[src/rtl/memseq_pkg.sv]
package memseq_pkg;

   typedef enum logic [3:0] {
      ST_IDLE,
      ST_SEED_SHOW,
      ST_SHOW_FETCH,
      ST_SHOW_HOLD,
      ST_SEED_ENTRY,
      ST_ENTRY_FETCH,
      ST_ENTRY_GET,
      ST_PASS,
      ST_FAIL,
      ST_OVER
   } game_st_t;

   typedef enum logic [2:0] {
      MSG_NONE  = 3'd0,
      MSG_BEGIN = 3'd1,
      MSG_PASS  = 3'd2,
      MSG_FAIL  = 3'd3,
      MSG_END   = 3'd4
   } msg_t;

   // number of delay units for a difficulty setting: 00 -> 4 ... 11 -> 1
   function automatic logic [2:0] pace_units(input logic [1:0] sel);
      return 3'd4 - {1'b0, sel};
   endfunction

endpackage

[src/rtl/memseq_tick_timer.sv]
module memseq_tick_timer #(
   parameter int W = 8
) (
   input  logic         clk,
   input  logic         rst_n,
   input  logic         load,
   input  logic [W-1:0] load_val,
   output logic         last
);

   logic [W-1:0] cnt_q;

   always_ff @(posedge clk or negedge rst_n) begin
      if (!rst_n)             cnt_q <= '0;
      else if (load)          cnt_q <= load_val;
      else if (cnt_q != '0)   cnt_q <= cnt_q - W'(1);
   end

   assign last = (cnt_q == W'(1));

   // once drained, the counter stays at zero until reloaded (supports R3, R6)
   p_drained_stays_r3: assert property (@(posedge clk) disable iff (!rst_n)
      (!load && cnt_q == '0) |=> (cnt_q == '0));

endmodule

[src/rtl/memseq_level.sv]
module memseq_level #(
   parameter int MAX_LEVEL = 16,
   parameter int LW        = 5
) (
   input  logic          clk,
   input  logic          rst_n,
   input  logic          clr,
   input  logic          inc,
   output logic [LW-1:0] lvl_bin,
   output logic [3:0]    tens,
   output logic [3:0]    ones
);

   logic [LW-1:0] bin_q;
   logic [3:0]    ones_q;
   logic          wrap;

   assign wrap = (ones_q == 4'd9);

   always_ff @(posedge clk or negedge rst_n) begin
      if (!rst_n) begin
         bin_q  <= LW'(1);
         ones_q <= 4'd1;
      end else if (clr) begin
         bin_q  <= LW'(1);
         ones_q <= 4'd1;
      end else if (inc) begin
         bin_q  <= bin_q + LW'(1);
         ones_q <= wrap ? 4'd0 : ones_q + 4'd1;
      end
   end

   generate
      if (MAX_LEVEL > 9) begin : g_two_digit
         logic [3:0] tens_q;
         always_ff @(posedge clk or negedge rst_n) begin
            if (!rst_n)            tens_q <= 4'd0;
            else if (clr)          tens_q <= 4'd0;
            else if (inc && wrap)  tens_q <= tens_q + 4'd1;
         end
         assign tens = tens_q;
      end else begin : g_one_digit
         assign tens = 4'd0;
      end
   endgenerate

   assign lvl_bin = bin_q;
   assign ones    = ones_q;

   p_level_range_r2: assert property (@(posedge clk) disable iff (!rst_n)
      (bin_q != '0) && (bin_q <= LW'(MAX_LEVEL)));

   p_bcd_digit_r11: assert property (@(posedge clk) disable iff (!rst_n)
      ones_q <= 4'd9);

   p_bcd_tracks_r11: assert property (@(posedge clk) disable iff (!rst_n)
      (int'(tens) * 10 + int'(ones_q)) == int'(bin_q));

endmodule

[src/rtl/memseq_blink.sv]
module memseq_blink #(
   parameter int BLINK_TICKS = 4
) (
   input  logic clk,
   input  logic rst_n,
   input  logic restart,
   output logic phase
);

   localparam int BW = $clog2(BLINK_TICKS + 1);

   logic [BW-1:0] cnt_q;
   logic          phase_q;

   always_ff @(posedge clk or negedge rst_n) begin
      if (!rst_n) begin
         cnt_q   <= '0;
         phase_q <= 1'b1;
      end else if (restart) begin
         cnt_q   <= '0;
         phase_q <= 1'b1;
      end else if (cnt_q == BW'(BLINK_TICKS - 1)) begin
         cnt_q   <= '0;
         phase_q <= ~phase_q;
      end else begin
         cnt_q   <= cnt_q + BW'(1);
      end
   end

   assign phase = phase_q;

   p_phase_steady_r10: assert property (@(posedge clk) disable iff (!rst_n)
      (!restart && cnt_q != BW'(BLINK_TICKS - 1)) |=> $stable(phase_q));

endmodule

[src/rtl/memseq_ctrl.sv]
module memseq_ctrl
   import memseq_pkg::*;
#(
   parameter int MSG_TICKS   = 200_000_000,
   parameter int DELAY_UNIT  = 50_000_000,
   parameter int BLINK_TICKS = 50_000_000,
   parameter int HOLD_TICKS  = 200_000_000,
   parameter int MAX_LEVEL   = 16
) (
   input  logic       clk,
   input  logic       rst_n,
   input  logic       ctr_btn,
   input  logic [3:0] dir_pulse,
   input  logic [1:0] diff_sw,
   input  logic       pat_ready,
   input  logic [1:0] pat_code,
   output logic       pat_reseed,
   output logic       pat_next,
   output logic [2:0] msg_code,
   output logic       msg_blink,
   output logic       msg_on,
   output logic [3:0] lvl_tens,
   output logic [3:0] lvl_ones,
   output logic       show_valid,
   output logic [1:0] show_pat
);

   localparam int DLY_MAX = 4 * DELAY_UNIT;
   localparam int T_MAX   = (MSG_TICKS > DLY_MAX) ? MSG_TICKS : DLY_MAX;
   localparam int TW      = $clog2(T_MAX + 1);
   localparam int HW      = $clog2(HOLD_TICKS + 1);
   localparam int LW      = $clog2(MAX_LEVEL + 1);

   generate
      if (MAX_LEVEL < 1 || MAX_LEVEL > 99) begin : g_bad_level
         $error("memseq_ctrl: MAX_LEVEL must lie in 1..99");
      end
      if (HOLD_TICKS < 2) begin : g_bad_hold
         $error("memseq_ctrl: HOLD_TICKS must be at least 2");
      end
      if (MSG_TICKS < 1 || DELAY_UNIT < 1 || BLINK_TICKS < 1) begin : g_bad_time
         $error("memseq_ctrl: time constants must be positive");
      end
   endgenerate

   game_st_t      st_q, st_d;
   logic          ctr_q;
   logic [HW-1:0] hold_q;
   logic [1:0]    diff_q;
   logic [LW-1:0] idx_q;
   logic [1:0]    exp_q;

   logic          start_edge, abort, seq_last, dir_any, dir_hit;
   logic [3:0]    want;
   logic          tmr_load, tmr_last;
   logic [TW-1:0] tmr_val, dly_ticks;
   logic          lvl_clr, lvl_inc;
   logic [LW-1:0] lvl_bin;
   msg_t          msg_sel;
   logic          blink_phase;

   assign start_edge = ctr_btn & ~ctr_q;
   assign abort      = ctr_btn && (hold_q == HW'(HOLD_TICKS - 1));
   assign seq_last   = ((idx_q + LW'(1)) == lvl_bin);
   assign want       = 4'b0001 << exp_q;
   assign dir_any    = |dir_pulse;
   assign dir_hit    = (dir_pulse == want);
   assign dly_ticks  = TW'(pace_units(diff_q)) * TW'(DELAY_UNIT);

   always_comb begin
      st_d       = st_q;
      tmr_load   = 1'b0;
      tmr_val    = '0;
      pat_reseed = 1'b0;
      pat_next   = 1'b0;
      lvl_clr    = 1'b0;
      lvl_inc    = 1'b0;
      case (st_q)
         ST_IDLE: if (start_edge) begin
            st_d    = ST_SEED_SHOW;
            lvl_clr = 1'b1;
         end
         ST_SEED_SHOW: begin
            pat_reseed = 1'b1;
            st_d       = ST_SHOW_FETCH;
         end
         ST_SHOW_FETCH: if (pat_ready) begin
            pat_next = 1'b1;
            tmr_load = 1'b1;
            tmr_val  = dly_ticks;
            st_d     = ST_SHOW_HOLD;
         end
         ST_SHOW_HOLD: if (tmr_last) begin
            st_d = seq_last ? ST_SEED_ENTRY : ST_SHOW_FETCH;
         end
         ST_SEED_ENTRY: begin
            pat_reseed = 1'b1;
            st_d       = ST_ENTRY_FETCH;
         end
         ST_ENTRY_FETCH: if (pat_ready) begin
            pat_next = 1'b1;
            st_d     = ST_ENTRY_GET;
         end
         ST_ENTRY_GET: if (dir_any) begin
            if (!dir_hit) begin
               st_d     = ST_FAIL;
               tmr_load = 1'b1;
               tmr_val  = TW'(MSG_TICKS);
            end else if (seq_last) begin
               st_d     = ST_PASS;
               tmr_load = 1'b1;
               tmr_val  = TW'(MSG_TICKS);
            end else begin
               st_d     = ST_ENTRY_FETCH;
            end
         end
         ST_PASS: if (tmr_last) begin
            if (lvl_bin == LW'(MAX_LEVEL)) begin
               st_d     = ST_OVER;
               tmr_load = 1'b1;
               tmr_val  = TW'(MSG_TICKS);
            end else begin
               st_d    = ST_SEED_SHOW;
               lvl_inc = 1'b1;
            end
         end
         ST_FAIL: if (tmr_last) begin
            st_d     = ST_OVER;
            tmr_load = 1'b1;
            tmr_val  = TW'(MSG_TICKS);
         end
         ST_OVER: if (tmr_last) st_d = ST_IDLE;
         default: st_d = ST_IDLE;
      endcase
      if (abort) begin
         st_d       = ST_IDLE;
         tmr_load   = 1'b0;
         pat_reseed = 1'b0;
         pat_next   = 1'b0;
         lvl_clr    = 1'b0;
         lvl_inc    = 1'b0;
      end
   end

   always_ff @(posedge clk or negedge rst_n) begin
      if (!rst_n) begin
         st_q   <= ST_IDLE;
         ctr_q  <= 1'b0;
         hold_q <= '0;
         diff_q <= '0;
         idx_q  <= '0;
         exp_q  <= '0;
      end else begin
         st_q  <= st_d;
         ctr_q <= ctr_btn;
         if (!ctr_btn)                            hold_q <= '0;
         else if (hold_q != HW'(HOLD_TICKS - 1))  hold_q <= hold_q + HW'(1);
         if (st_q == ST_IDLE && start_edge)       diff_q <= diff_sw;
         case (st_q)
            ST_SEED_SHOW, ST_SEED_ENTRY: idx_q <= '0;
            ST_SHOW_FETCH, ST_ENTRY_FETCH: if (pat_ready) exp_q <= pat_code;
            ST_SHOW_HOLD: if (tmr_last && !seq_last) idx_q <= idx_q + LW'(1);
            ST_ENTRY_GET: if (dir_any && dir_hit && !seq_last) idx_q <= idx_q + LW'(1);
            default: ;
         endcase
      end
   end

   memseq_tick_timer #(.W(TW)) u_timer (
      .clk      (clk),
      .rst_n    (rst_n),
      .load     (tmr_load),
      .load_val (tmr_val),
      .last     (tmr_last)
   );

   memseq_level #(.MAX_LEVEL(MAX_LEVEL), .LW(LW)) u_level (
      .clk     (clk),
      .rst_n   (rst_n),
      .clr     (lvl_clr),
      .inc     (lvl_inc),
      .lvl_bin (lvl_bin),
      .tens    (lvl_tens),
      .ones    (lvl_ones)
   );

   memseq_blink #(.BLINK_TICKS(BLINK_TICKS)) u_blink (
      .clk     (clk),
      .rst_n   (rst_n),
      .restart (st_d != st_q),
      .phase   (blink_phase)
   );

   always_comb begin
      case (st_q)
         ST_IDLE: msg_sel = MSG_BEGIN;
         ST_PASS: msg_sel = MSG_PASS;
         ST_FAIL: msg_sel = MSG_FAIL;
         ST_OVER: msg_sel = MSG_END;
         default: msg_sel = MSG_NONE;
      endcase
   end

   assign msg_code   = msg_sel;
   assign msg_blink  = (msg_sel == MSG_BEGIN) || (msg_sel == MSG_END);
   assign msg_on     = msg_blink ? blink_phase : (msg_sel != MSG_NONE);
   assign show_valid = (st_q == ST_SHOW_HOLD);
   assign show_pat   = exp_q;

   p_one_handshake_r4: assert property (@(posedge clk) disable iff (!rst_n)
      !(pat_reseed && pat_next));

   p_next_needs_ready_r4: assert property (@(posedge clk) disable iff (!rst_n)
      pat_next |-> pat_ready);

   p_long_hold_r9: assert property (@(posedge clk) disable iff (!rst_n)
      (ctr_btn && hold_q == HW'(HOLD_TICKS - 1)) |=> (st_q == ST_IDLE));

   p_fail_exit_r7: assert property (@(posedge clk) disable iff (!rst_n)
      (st_q == ST_FAIL) |=> (st_q == ST_FAIL || st_q == ST_OVER || st_q == ST_IDLE));

   p_diff_latched_r3: assert property (@(posedge clk) disable iff (!rst_n)
      (st_q != ST_IDLE && $past(st_q) != ST_IDLE) |-> $stable(diff_q));

   p_pass_from_entry_r6: assert property (@(posedge clk) disable iff (!rst_n)
      (st_q == ST_PASS && $past(st_q) != ST_PASS) |-> ($past(st_q) == ST_ENTRY_GET));

endmodule

[config.mk]
export PLATFORM = sky130hd
export DESIGN_NAME = memseq_ctrl
export DESIGN_NICKNAME = d
export VERILOG_FILES = /design/src/rtl/memseq_pkg.sv /design/src/rtl/memseq_tick_timer.sv /design/src/rtl/memseq_level.sv /design/src/rtl/memseq_blink.sv /design/src/rtl/memseq_ctrl.sv
export SDC_FILE = /design/constraint.sdc
export NUM_CORES = 1
export LEC_CHECK = 0
export BUFFER_PORTS_ARGS = -buffer_cell sky130_fd_sc_hd__buf_4
export CAP_MARGIN = 20
export CORE_ASPECT_RATIO = 0.9
export CORE_MARGIN = 2
export CORE_UTILIZATION = 62
export CTS_CLUSTER_SIZE = 8
export DETAILED_ROUTE_END_ITERATION = 16
export GPL_TIMING_DRIVEN = 0
export PLACE_DENSITY = 0.8
export RECOVER_POWER = 25
export REMOVE_ABC_BUFFERS = 1
export SYNTH_ARGS = -nofsm -noshare
export SYNTH_HDL_FRONTEND = slang
export SYNTH_SLANG_ARGS = --single-unit
[constraint.sdc]
create_clock -name clk -period 3.2 [get_ports clk]
set_clock_uncertainty 0.2 [all_clocks]
set_input_delay 0.64 -clock clk [delete_from_list [all_inputs] [get_ports clk]]
set_output_delay 0.64 -clock clk [all_outputs]
set_load 0.1 [all_outputs]
==> out/metrics.cfg, run 1 <==
[outcome]
outcome=complete, but fails checks
failed_checks=capacitance limit, slew limit

[power]
p_int_mw=3.123
combPwrFrac_pct=43.5
p_sw_share_pct=43.93
p_clk_share_pct=20.8
p_sw_mw=2.447
irDropWorstVdd_mv=0.4074
p_per_area_nw_per_um2=753.6
pwr-share-seq_pct=35.7
p_leak_nw=3.065

[timing]
fmax_mhz=327.9
finalCritPeriodShare_pct=95.29
hold_viol=0
relSlewSlack_pct=-37.51
drv_slew=37
finalSetupTns_ns=0
setup_viol=0
rsz0062_at_grt=no
min_period_ns=3.049
worst_pin_slew_ns=2.063

[finish]
post-route-util_pct=68.94
stdcell_count=864
antenna_cells=0
fin_area_sq_um=7391
fillers=814
drive_above_1_share_pct=13.27
area.growth.synth_to_final_pct=9.898
seqCellArea_sq_um=2760
multiInputGateArea_sq_um=3814
num-nets-final=760

[clock_tree]
numCtsBuffers=9
cts_buffer_depth=2
cts_root_buf=clkbuf_16
hold_buffers=0
clk-insertion-delay-late_ns=0.36
cts.clk_slew.worst_paths_ns=0.07
h-tree-depth=3
cts_tree=yes
cts_sinks=110

[detailed_routing]
drtAntennaViolNets=0
drc=0
drt_iter0_drc=390
viasPerCell=6.245
vias=5396
wl_um=14600
dr.pass1.iters=5
wire_per_inst_um=16.90

[worst_setup_path]
endpoint_kind=output pin
crit_path_max_fanout=19
cp_top_family=simple AND/OR/NAND/NOR gates
critPathLaunchType=flip-flop
cp.arrival_ns=2.21
critPathKind=reg2out
path_buf_inv=2
cp_slowest_cell=dfrtp_2
worstPathRequired_ns=2.36
slowest_delay_ns=0.59
crit_path_cell_trace=inv_1 -> nor4_1 -> nand2b_1 -> a21o_1 -> buf_4

[floorplanning]
die_area_sq_um=11700
row_count=36
core_area_sq_um=10720
die_x_um=113.8
die_height_um=102.8
ios=30
start_util_pct=62.73

[synth]
yosysMostFrequentCell=dfrtp_1
postSynthAreaPerCell_sq_um=9.472
synth.top_cells.by_count=dfrtp_1 (107), nor2_1 (90), xor2_1 (51)
syn-cell-area_sq_um=6725
yosysSeqAreaShare_pct=40.99
async_flop_share_pct=100.0
synth_area_leader_cell=dfrtp_1
synth_ff_type=dfrtp_1
syn-instance-count=710
synth_warnings=0
synth_top_area_share_pct=39.81
synth-seq-cells=110
yosysUniqueCellTypes=75
synth-edff-count=0
synth_area_leaders=dfrtp_1 (40%), xor2_1 (6.6%), xnor2_1 (5.6%)

[global_routing]
grt_pass1_vias=5112
grt_first_pass_wirelength_um=24470
grt_max_degree=75
track_usage_pct=26.10
antenna_found_initial=0
globalRouteOverflowTotal=0

[placed_design]
dp.cells=847
post-dp-hpwl_um=10090
gp_congestion=0.9387
dpl_cell_area_sq_um=7022
io_buffers=29

[worst_hold_path]
hold_path.class=in2reg

[flow_run]
max-cap-violations=1

-- state kept, by name (all words and copies together), names as in the netlist, 2 cells and up --
signal           cells
u_level.tens         4
idx_q                5
u_blink.cnt_q       26
u_level.ones         4
u_level.lvl_bin      5
st_q                 4
hold_q              28
u_timer.cnt_q       28
diff_q               2
show_pat             2
-- worst register-to-register path: cells and delay by family (launching register included) --
family           cells  cell delay [ns]
flip-flops           1             0.41
AO/OA/AOI/OAI        3             0.98
AND/OR/NAND/NOR      4             1.30
-- area by class of cell --
| cell class | count | share of cell area, % |
|---|---|---|
| Clock inverter | 7 | 1.050 |
| Sequential cell | 110 | 37.35 |
| Timing Repair Buffer | 33 | 3.843 |
| Multi-Input combinational cell | 555 | 51.60 |
| Clock buffer | 9 | 3.047 |
| Inverter | 17 | 0.8634 |
| Tap cell | 133 | 2.252 |
-- worst paths after layout --
| check | start | end | slack, ns | cells past startpoint |
|---|---|---|---|---|
| min in group asynchronous | rst_n | u_timer.cnt_q[13] | 0.66 | 1 |
| worst max register to register | u_timer.cnt_q[14] | u_blink.cnt_q[12] | 0.17 | 7 |
| worst min-delay path | ctr_btn | ctr_q | 0.27 | 1 |
| max in group asynchronous | rst_n | st_q[1] | 0.81 | 1 |
| worst min register to register | u_blink.cnt_q[0] | u_blink.cnt_q[0] | 0.32 | 1 |
| worst max-delay path | st_q[3] | msg_on | 0.15 | 5 |
-- cells by family (layout without fill, tap and decap cells) --
kind of cell	Yosys count	after routing	share of synthesized area, %
muxes	10	10	1.600
AOI/OAI and AO/OA	93	94	8.967
adders and majority gates	22	22	4.205
xor gates and xnor gates	95	95	12.58
buffers and inverters	46	66	3.386
DFF	110	110	40.99
other	1	1	0.05576
and+or+nand+nor	333	333	28.22
-- power groups by stage --
stage	Sequential (mW)	Combinational, mW	Clock [mW]
2_1_floorplan	2.03	1.66	0
3_3_place_gp	1.98	2.17	0
5_1_grt	2.03	2.65	1.24
4_1_cts	1.97	2.34	1.19
3_5_place_dp	2.00	2.32	0
6_report	1.99	2.42	1.16
-- repair_timing --
| action | CTS | global route |
|---|---|---|
| gates resized for setup | 2 | 10 |
| pin swaps | 0 | 1 |
| setup endpoints to repair | 22 | 47 |
| buffers inserted | 0 | 0 |
| gates cloned | 0 | 1 |
-- routing by layer --
metal / GRT usage [%] / wire length [um] / vias to the layer above / share of wire [%]
met5: 0 / 0 / - / 0
met4: 8.724 / 243 / 0 / 1.7
met3: 6.173 / 705 / 25 / 4.8
met2: 41.27 / 7096 / 149 / 49
met1: 35.95 / 6559 / 2651 / 45
li1: - / - / 2571 / -
-- stage by stage --
stage               worst slack [ns]  hold slack (ns)  power (mW)
floorplan                     -1.346           0.1444       3.687
global route                0.001761           0.2691       5.921
finish                        0.1507           0.2667       5.570
detailed placement           -0.3141           0.2967       4.316
CTS                         0.007631          0.04356       5.495
global placement              -1.430           0.3000       4.142
-- cells in the final DEF (no fill, tap or decap), types with 4 or more instances in the layout --
cell,n
a21oi_1,20
a31oi_1,4
and2_1,8
and3_1,13
and4_1,8
buf_4,30
clkbuf_16,9
dfrtp_1,104
ha_1,21
inv_1,16
mux2_2,6
mux2i_1,4
nand2_1,43
nand2b_1,6
nand3_1,32
nand3b_1,4
nand4_1,24
nor2_1,90
nor2b_1,4
nor3_1,32
nor4_1,13
nor4_2,12
nor4b_1,5
o21ai_0,29
o22ai_1,4
o31ai_1,5
or3_1,9
xnor2_1,43
xor2_1,51
No activity file was read; power rests on OpenSTA's default activity.
==> run 2, diff against run 1 <==
--- a/config.mk
+++ b/config.mk
@@ -8,14 +8,16 @@
 export BUFFER_PORTS_ARGS = -buffer_cell sky130_fd_sc_hd__buf_4
 export CAP_MARGIN = 20
 export CORE_ASPECT_RATIO = 0.9
-export CORE_MARGIN = 2
-export CORE_UTILIZATION = 62
+export CORE_MARGIN = 8
+export CORE_UTILIZATION = 63
+export CTS_CLUSTER_DIAMETER = 120
 export CTS_CLUSTER_SIZE = 8
 export DETAILED_ROUTE_END_ITERATION = 16
 export GPL_TIMING_DRIVEN = 0
-export PLACE_DENSITY = 0.8
+export PLACE_DENSITY = 0.81
 export RECOVER_POWER = 25
 export REMOVE_ABC_BUFFERS = 1
 export SYNTH_ARGS = -nofsm -noshare
 export SYNTH_HDL_FRONTEND = slang
+export SYNTH_HIERARCHICAL = 1
 export SYNTH_SLANG_ARGS = --single-unit
==> run 2 against run 1 <==
Compared with the run above:
- the run still ends with capacitance limit, slew limit left
- non-clock buffer count is 30 higher
- first-iteration DRC count is 40% higher
- sequential power hardly changed
- sequential share of layout area is 2.9 points lower
- sequential cell count stayed put
- wire length is 11% higher
- critical path type is now reg2reg
- combinational power is 4% higher
==> out/metrics.cfg, run 2 <==
[detailed_routing]
dr.pass1.iters=5  ; unchanged
drc=0  ; unchanged
wl_um=16190  ; +11%
vias=5981  ; +11%
drtAntennaViolNets=0  ; unchanged
wire_per_inst_um=16.92  ; about the same
drt_iter0_drc=546  ; +40%
viasPerCell=6.250  ; about the same

[worst_setup_path]
cp.depth=10  ; +5
critPathLaunchType=flip-flop
path_buf_inv=1  ; -1
cp.arrival_ns=3.23  ; +1.02 ns
crit_start=u_timer/cnt_q[16]
endpoint_kind=flip-flop
cp_slowest_cell=dfrtp_2
slowest_delay_ns=0.45  ; -0.14 ns
cp_top_family=simple AND/OR/NAND/NOR gates
rr_startpoint=u_timer/cnt_q[16]
r2r_cells=10  ; +3
crit_path_max_fanout=7  ; -12
critPathKind=reg2reg
worstPathRequired_ns=3.26  ; +0.90 ns
crit_path_cell_trace=nor4_4 -> nand4b_4 -> nor3_4 -> buf_6 -> nand3_4 -> or3_4 -> nor3b_4 -> nand4b_4 -> or3_4 -> a21oi_2

[timing]
drv_slew=70  ; +89%
setup_viol=0  ; unchanged
min_period_ns=3.165  ; +0.1159 ns
rsz0062_at_grt=yes
relSlewSlack_pct=-11.69  ; +26 points
hold_viol=0  ; unchanged
fmax_mhz=315.9  ; -3.7%
worst_pin_slew_ns=1.675  ; -0.3872 ns
finalCritPeriodShare_pct=98.91  ; +3.6 points

[finish]
num-nets-final=852  ; +12%
fin_area_sq_um=8008  ; +8.3%
drive_above_1_share_pct=17.72  ; +4.4 points
area.growth.synth_to_final_pct=15.34
fillers=745  ; -8.5%
post-route-util_pct=74.38  ; +5.4 points
top_regs=hold_q (28), u_timer/cnt_q (28), u_blink/cnt_q (26)
layout_commonest_cell=dfrtp_1
final_cell_mix=dfrtp_1 (103), nand2_1 (65), buf_4 (56)
antenna_cells=0  ; unchanged

[global_routing]
track_usage_pct=21.74  ; -4.4 points
globalRouteOverflowTotal=0  ; unchanged
grt_max_degree=70  ; -6.7%
grt_first_pass_wirelength_um=26700  ; +9.1%
grt_pass1_vias=5658  ; +11%
antenna_found_initial=0  ; unchanged

[floorplanning]
die_area_sq_um=14640  ; +25%
ios=30  ; unchanged
row_count=36  ; unchanged
die_x_um=126.7  ; +11%
core_area_sq_um=10770  ; +0.42%
start_util_pct=64.49  ; +1.8 points
die_height_um=115.6  ; +12%

[flow_run]
max-cap-violations=1  ; unchanged

[synth]
syn-cell-area_sq_um=6943  ; +3.2%
postSynthAreaPerCell_sq_um=9.017  ; -4.8%
yosysUniqueCellTypes=74  ; -1.3%
synth.top_cells.by_count=dfrtp_1 (107), nand2_1 (66), o21ai_0 (53)
syn-instance-count=770  ; +8.5%
async_flop_share_pct=100.0  ; unchanged
yosysMostFrequentCell=dfrtp_1
synth_area_leader_cell=dfrtp_1
synth_top_area_share_pct=38.57  ; -1.2 points
synth_warnings=6  ; +6
synth-edff-count=0  ; unchanged
synth_area_leaders=dfrtp_1 (39%), xor2_1 (4.5%), o21ai_0 (3.8%)
yosysSeqAreaShare_pct=39.70  ; -1.3 points
synth-seq-cells=110  ; unchanged
synth_ff_type=dfrtp_1

[clock_tree]
h-tree-depth=3  ; unchanged
cts_buffer_depth=2  ; unchanged
hold_buffers=0  ; unchanged
cts_tree=yes
numCtsBuffers=9  ; unchanged
cts.clk_slew.worst_paths_ns=0.07  ; about the same
clk-insertion-delay-late_ns=0.34  ; -0.02 ns
cts_root_buf=clkbuf_16
cts_sinks=110  ; unchanged

[power]
irDropWorstVdd_mv=0.3921  ; -3.7%
p_per_area_nw_per_um2=720.0  ; -4.5%
power.total_mw=5.765  ; +3.5%
p_leak_nw=3.487  ; +14%

[worst_hold_path]
hold_path.class=in2async

[placed_design]
dpl_cell_area_sq_um=7264  ; +3.5%
post-dp-hpwl_um=10600  ; +5.1%
io_buffers=29  ; unchanged
gp_congestion=0.9390  ; about the same

[outcome]
failed_checks=capacitance limit, slew limit
outcome=complete, but fails checks

-- run 2: changes by cell type after synthesis, sizes merged, moves of 8 or more --
| cell | previous run | this run |
|---|---|---|
| clkbuf | 15 | 24 |
| a21oi | 21 | 40 |
| inv | 16 | 26 |
| o21ai | 31 | 54 |
| nor3b | 2 | 10 |
| nand2 | 44 | 67 |
| and2 | 9 | 30 |
| xnor2 | 43 | 28 |
| xor2 | 51 | 36 |
| nor2 | 90 | 50 |
-- run 2: where the power goes --
part / switching (mW) / total [mW] / internal, mW
Combinational: 1.43 / 2.51 / 1.08
Clock: 0.485 / 1.23 / 0.750
Sequential: 0.379 / 2.02 / 1.64
-- run 2: final timing paths --
kind	end	slack, ns
max	u_level/tens[3]	0.03
min	u_timer/cnt_q[6]	0.07
max reg2reg	u_level/tens[3]	0.03
min reg2reg	hold_q[2]	0.30
max in group asynchronous	u_timer/cnt_q[8]	0.61
min in group clk	hold_q[2]	0.30
-- run 2: kinds of logic after synthesis --
family | share of synthesized area, %
AND/OR/NAND/NOR | 29.61
AO/OA/AOI/OAI | 12.56
flip-flops | 39.70
XOR/XNOR | 8.074
buffers and inverters | 3.820
adder cells (fa/ha/maj) | 3.893
multiplexers | 2.289
other | 0.05401
-- run 2: final cells by class --
class	count	area (sq um)	area share, %
Clock buffer	13	270.3	3.375
Clock inverter	3	65.06	0.8125
Inverter	26	97.59	1.219
Multi-Input combinational cell	609	4151	51.84
Sequential cell	110	2761	34.48
Tap cell	133	166.4	2.078
Timing Repair Buffer	63	495.5	6.187
-- run 2: layer usage --
layer | part of all wire (%) | track usage, %
met5 | 0 | 0
met4 | 2.5 | 7.363
met3 | 5.2 | 3.818
met2 | 51 | 38.79
met1 | 41 | 26.21
-- run 2: what timing repair did --
| item | in CTS | in global routing |
|---|---|---|
| cloned | 0 | 2 |
| resized for setup | 15 | 22 |
| setup endpoints to repair | 59 | 45 |
| pin swaps | 12 | 15 |
| setup buffers | 11 | 19 |
-- run 2: worst register-to-register path: cells and delay by family (launching register included) --
| kind | cells | cell delay, ns |
|---|---|---|
| DFF | 1 | 0.45 |
| buffers and inverters | 1 | 0.16 |
| and+or+nand+nor | 8 | 2.15 |
| AOI/OAI and AO/OA | 1 | 0.15 |
-- run 2: per-stage QoR --
stage                     setup slack (ns)  hold slack (ns)  std cells  setup TNS, ns
after floorplan                     -1.401           0.1444        743         -34.38
final                              0.03480          0.06694        957              0
after global placement              -2.068           0.2813        905         -80.81
after CTS                         -0.03842          0.09822        936       -0.03842
after global routing              -0.07188           0.1082        957        -0.5770
after detailed placement            -1.002           0.2993        909         -22.69
